$ cat src/rtl/diag_scan_pkg.sv
package diag_scan_pkg;

    typedef enum logic [1:0] {
        ST_IDLE = 2'd0,
        ST_SCAN = 2'd1,
        ST_FIN  = 2'd2,
        ST_HOLD = 2'd3
    } scan_state_e;

    function automatic int min_dim(input int a, input int b);
        return (a < b) ? a : b;
    endfunction

endpackage

$ cat src/rtl/diag_scan_pos.sv
module diag_scan_pos #(
    parameter int ROWS = 4,
    parameter int COLS = 8
) (
    input  logic                            clk,
    input  logic                            rst_n,
    input  logic                            clr,
    input  logic                            step,
    output logic [$clog2(ROWS+COLS-1)-1:0]  diag_idx,
    output logic                            last_cell
);
    localparam int RW = (ROWS > 1) ? $clog2(ROWS) : 1;
    localparam int CW = (COLS > 1) ? $clog2(COLS) : 1;
    localparam int DW = $clog2(ROWS+COLS-1);

    logic [RW-1:0] row_q;
    logic [CW-1:0] col_q;
    logic          row_end;
    logic          col_end;

    assign row_end   = (row_q == RW'(ROWS-1));
    assign col_end   = (col_q == CW'(COLS-1));
    assign last_cell = row_end && col_end;

    // cells sharing (col - row) lie on one diagonal; offset keeps it non-negative
    assign diag_idx = DW'(col_q) + DW'(ROWS-1) - DW'(row_q);

    always_ff @(posedge clk or negedge rst_n) begin
        if (!rst_n) begin
            row_q <= '0;
            col_q <= '0;
        end else if (clr) begin
            row_q <= '0;
            col_q <= '0;
        end else if (step) begin
            if (col_end) begin
                col_q <= '0;
                row_q <= row_end ? '0 : row_q + 1'b1;
            end else begin
                col_q <= col_q + 1'b1;
            end
        end
    end

endmodule

$ cat src/rtl/diag_bin_bank.sv
module diag_bin_bank #(
    parameter int NDIAG = 11,
    parameter int LIMIT = 4
) (
    input  logic                      clk,
    input  logic                      rst_n,
    input  logic                      clr,
    input  logic                      hit,
    input  logic [$clog2(NDIAG)-1:0]  idx,
    output logic [NDIAG-1:0]          nz_mask
);
    localparam int TW = $clog2(LIMIT+1);
    localparam int DW = $clog2(NDIAG);

    for (genvar d = 0; d < NDIAG; d++) begin : g_bin
        logic [TW-1:0] tally_q;

        always_ff @(posedge clk or negedge rst_n) begin
            if (!rst_n) begin
                tally_q <= '0;
            end else if (clr) begin
                tally_q <= '0;
            end else if (hit && (idx == DW'(d)) && (tally_q != TW'(LIMIT))) begin
                tally_q <= tally_q + 1'b1;
            end
        end

        assign nz_mask[d] = (tally_q != '0);
    end

endmodule

$ cat src/rtl/diag_verdict.sv
module diag_verdict #(
    parameter int NDIAG = 11,
    parameter int BW    = 4
) (
    input  logic [NDIAG-1:0] nz_mask,
    input  logic [BW-1:0]    budget,
    output logic [BW-1:0]    nz_count,
    output logic             over_budget
);
    always_comb begin
        nz_count = '0;
        for (int d = 0; d < NDIAG; d++) begin
            nz_count = nz_count + BW'(nz_mask[d]);
        end
    end

    assign over_budget = (nz_count > budget);

endmodule

$ cat src/rtl/diag_fault_scan.sv
module diag_fault_scan
    import diag_scan_pkg::*;
#(
    parameter int ROWS = 4,
    parameter int COLS = 8
) (
    input  logic                          clk,
    input  logic                          rst_n,
    input  logic                          start,
    input  logic                          bit_valid,
    input  logic                          bit_fault,
    input  logic [$clog2(ROWS+COLS)-1:0]  col_budget,
    output logic                          done,
    output logic [ROWS+COLS-2:0]          diag_mask,
    output logic [$clog2(ROWS+COLS)-1:0]  diag_count,
    output logic                          unrepairable
);
    localparam int NDIAG = ROWS + COLS - 1;
    localparam int DW    = $clog2(NDIAG);
    localparam int BW    = $clog2(ROWS + COLS);
    localparam int LIMIT = min_dim(ROWS, COLS);

    scan_state_e state_q, state_d;
    logic        step;
    logic        last_cell;
    logic [DW-1:0] diag_idx;

    assign step = (state_q == ST_SCAN) && bit_valid && !start;

    always_comb begin
        state_d = state_q;
        if (start) begin
            state_d = ST_SCAN;
        end else begin
            unique case (state_q)
                ST_IDLE: state_d = ST_IDLE;
                ST_SCAN: if (step && last_cell) state_d = ST_FIN;
                ST_FIN:  state_d = ST_HOLD;
                ST_HOLD: state_d = ST_HOLD;
                default: state_d = ST_IDLE;
            endcase
        end
    end

    always_ff @(posedge clk or negedge rst_n) begin
        if (!rst_n) state_q <= ST_IDLE;
        else        state_q <= state_d;
    end

    always_comb begin
        done = 1'b0;
        unique case (state_q)
            ST_FIN:  done = 1'b1;
            default: done = 1'b0;
        endcase
    end

    diag_scan_pos #(.ROWS(ROWS), .COLS(COLS)) u_pos (
        .clk       (clk),
        .rst_n     (rst_n),
        .clr       (start),
        .step      (step),
        .diag_idx  (diag_idx),
        .last_cell (last_cell)
    );

    diag_bin_bank #(.NDIAG(NDIAG), .LIMIT(LIMIT)) u_bank (
        .clk     (clk),
        .rst_n   (rst_n),
        .clr     (start),
        .hit     (step && bit_fault),
        .idx     (diag_idx),
        .nz_mask (diag_mask)
    );

    diag_verdict #(.NDIAG(NDIAG), .BW(BW)) u_verdict (
        .nz_mask     (diag_mask),
        .budget      (col_budget),
        .nz_count    (diag_count),
        .over_budget (unrepairable)
    );

endmodule

$ cat config.mk
export PLATFORM = sky130hd
export DESIGN_NAME = diag_fault_scan
export DESIGN_NICKNAME = d
export VERILOG_FILES = /design/src/rtl/diag_scan_pkg.sv /design/src/rtl/diag_scan_pos.sv /design/src/rtl/diag_bin_bank.sv /design/src/rtl/diag_verdict.sv /design/src/rtl/diag_fault_scan.sv
export SDC_FILE = /design/constraint.sdc
export NUM_CORES = 1
export LEC_CHECK = 0
export BUFFER_PORTS_ARGS = -buffer_cell sky130_fd_sc_hd__buf_2
export CAP_MARGIN = 0
export CORE_ASPECT_RATIO = 0.8
export CORE_UTILIZATION = 45
export CTS_CLUSTER_SIZE = 14
export DETAILED_ROUTE_END_ITERATION = 8
export PLACE_DENSITY_LB_ADDON = 0.08
export SLEW_MARGIN = 5
export SYNTH_ARGS = -nofsm -noshare
export SYNTH_HDL_FRONTEND = slang
export SYNTH_SLANG_ARGS = --single-unit
$ cat constraint.sdc
create_clock -name clk -period 6.45 [get_ports clk]
set_clock_uncertainty 0.2 [all_clocks]
set_input_delay 1.29 -clock clk [delete_from_list [all_inputs] [get_ports clk]]
set_output_delay 1.29 -clock clk [all_outputs]
set_load 0.01 [all_outputs]
==> results.toml <==
[floorplanning]
start_util_pct = 46.5
coreArea_mm2 = 0.00591
fp.dieH_um = 71.9
rows = 25
die_w_um = 89.4
dieArea_mm2 = 0.00642
ioPinCount = 26

[timing]
fin_hold_ws_ns = 0.304
slew_viol_final = 0
tightestPinTransition_ns = 0.919
max_freq_mhz = 169
final.min_clock_period_ns = 5.91
rsz0062_at_grt = "no"
tns_ns = 0
slew_headroom_pct = 38.7
finalSetupViolations = 0
final_hold_viol_count = 0
min_period_over_period_pct = 91.6

[cts]
holdBufCountCts = 0
ctsResizeCount = 0
clock_sinks = 40
cts_setup_buffers = 0
clock_latency_ns = 0.29
cts_htree_levels = 2
cts_inserted_buffers = 5
cts_tree = "yes"
path_clk_slew_ns = 0.08
clockBufferDepth = 2
cts_root_buf = "clkbuf_8"

[finish]
syn2layout_area_growth_pct = 11.8
fin_nets = 371
final_cell_mix = "inv_1 (43), dfrtp_1 (40), ha_1 (37)"
n_fill_cell = 544
fin_cells = 400
drive_gt1_share_pct = 11.9
diodes = 0
final_common_cell = "inv_1"

[placement]
port_buffers = 25
dp.cells = 392
dp_hpwl_um = 3910
place.gp.congestion = 0.729

[global_routing]
grt_pass1_vias = 1918
antenna_found_initial = 0
grt_first_pass_wirelength_um = 9050
track_usage_pct = 18.5
grt_overflow = 0
grt_max_degree = 41

[critical_path]
endpoint = "unrepairable"
worstPathArrival_ns = 4.42
ff2ff_path_depth = 7
critPathCaptureType = "output port"
worst-r2r-setup-slack_ns = 3.42
r2r_start = "u_pos.col_q[1]$_DFFE_PN0P_"
r2r_end = "u_bank.g_bin[3].tally_q[2]$_DFFE_PN0P_"
cp-startpoint = "u_bank.g_bin[0].tally_q[0]$_DFFE_PN0P_"
crit_chain = "inv_1 > ha_1 > nand2b_1 > ha_1 > fa_1 > inv_1 > fa_1 > inv_1 > fa_1 > ha_1 > fa_1 > ha_1 > nor2b_1 > o211ai_1 > a21oi_1 > buf_2"
cp_num_cells = 16
path_class = "reg2out"
cp_top_family = "adder cells"
slowest_stage = "fa_1"
cp_num_buf_inv = 4
critPathMaxFanout = 2
worstSetupStartpointType = "flop"
max_stage_delay_ns = 0.53
crit_required_ns = 4.96

[logic_synthesis]
postSynth.topFlopCell = "dfrtp_1"
ys_seq_elements = 40
synth_nets = 346
seq_area_frac_synth_pct = 36.4
ys_types = 42
syn_area_mm2 = 0.00275
yosys_warnings = 0
syn_inst = 293
async_flop_share_pct = 100
synth-edff-count = 0
syn_area_per_cell_um2 = 9.38

[pwr]
p_leak_uw = 0.00158
power_density_mw_per_mm2 = 176
p_total_uw = 542
ir_drop_mv = 0.141

[detailed_routing]
vias_per_cell = 5.02
first_pass_iters = 4
final_antenna_net_count = 0
wire_per_inst_um = 13.2
num_vias = 2007
drtIter0Drc = 88
drt-total-wl_um = 5270
drc = 0

[hold_path]
min_from = "u_bank.g_bin[1].tally_q[2]$_DFFE_PN0P_"
hold_path.class = "reg2reg"

[outcome]
run_status = "completed"

[run]
drv_cap = 0
[routing by layer]
layer | GRT usage, % | wire, um | up-vias
met5 | 0 | 0 | -
met4 | 3.35 | 38 | 0
met3 | 4.32 | 111 | 2
met2 | 30.3 | 2490 | 15
met1 | 25.5 | 2630 | 963
li1 | - | - | 1027
[cell type report]
| cell class | count | area (um^2) | share of cell area [%] |
|---|---|---|---|
| Multi-Input combinational cell | 202 | 1550 | 50.5 |
| Sequential cell | 40 | 1000 | 32.6 |
| Inverter | 44 | 165 | 5.38 |
| Timing Repair Buffer | 25 | 125 | 4.07 |
| Tap cell | 81 | 101 | 3.30 |
| Clock buffer | 7 | 96.3 | 3.14 |
| Clock inverter | 1 | 30.0 | 0.978 |
[worst register-to-register path, delay by kind of cell, from the launching register on]
family,cells,cell delay (ns)
simple gates,2,0.78
flops,1,0.41
compound gates,2,0.51
fa+ha+maj,3,1.05
[metrics by stage]
stage	cell area (um^2)	utilization, %	setup WS (ns)
after floorplan	2750	-	0.856
after global placement	2950	49.8	0.932
after detailed placement	2950	49.8	0.851
after CTS	3070	52.0	0.507
after global routing	3070	52.0	0.270
final	3070	52.0	0.539
[cell families (layout without fill, tap and decap cells)]
| group | count (synthesis) | in the layout | synth area share (%) |
|---|---|---|---|
| adders and majority gates | 44 | 44 | 21.9 |
| xor gates and xnor gates | 10 | 10 | 3.19 |
| AOI/OAI and AO/OA | 38 | 38 | 8.29 |
| buffers and inverters | 51 | 77 | 7.06 |
| muxes | 11 | 11 | 4.14 |
| and+or+nand+nor | 99 | 99 | 18.9 |
| DFF | 40 | 40 | 36.4 |
[power breakdown]
group          internal (uW)  switching, uW
Combinational           21.5           39.7
Sequential               253           2.39
Clock                    137           88.4
Total                    411            130
[Yosys cell counts (all sizes together), types with 2 or more instances]
cell | instances | area, um^2
a21o | 2 | 15.0
buf | 4 | 17.5
xor2 | 3 | 26.3
xnor2 | 7 | 61.3
and4 | 2 | 17.5
nand3b | 2 | 15.0
nor3b | 2 | 15.0
fa | 7 | 140
nor2b | 5 | 31.3
a21oi | 16 | 80.1
nand2 | 20 | 75.1
nand2b | 11 | 68.8
nor2 | 21 | 78.8
mux2 | 3 | 33.8
nand4 | 6 | 37.5
clkbuf | 3 | 11.3
inv | 43 | 161
ha | 37 | 463
and2 | 2 | 12.5
nand3 | 15 | 75.1
dfrtp | 40 | 1000
or3 | 5 | 31.3
mux2i | 8 | 80.1
o21ai | 11 | 55.1
nor3 | 2 | 10.0
[state kept, by name, indices dropped and copies added (netlist names)]
| signal | cells |
|---|---|
| u_bank.g_bin.tally_q | 33 |
| u_pos.col_q | 3 |
| state_q | 2 |
| u_pos.row_q | 2 |
[how the worst min path moves through the flow]
stage | endpoint | slack (ns) | cells after the start
2_1_floorplan | u_bank.g_bin[1].tally_q[2]$_DFFE_PN0P_ | 0.26 | 1
3_3_place_gp | u_bank.g_bin[10].tally_q[2]$_DFFE_PN0P_ | 0.29 | 1
3_5_place_dp | u_bank.g_bin[1].tally_q[2]$_DFFE_PN0P_ | 0.29 | 1
4_1_cts | u_bank.g_bin[1].tally_q[2]$_DFFE_PN0P_ | 0.31 | 1
5_1_grt | u_bank.g_bin[1].tally_q[2]$_DFFE_PN0P_ | 0.33 | 1
6_report | u_bank.g_bin[1].tally_q[2]$_DFFE_PN0P_ | 0.30 | 1
No activity file was read; power rests on OpenSTA's default activity.
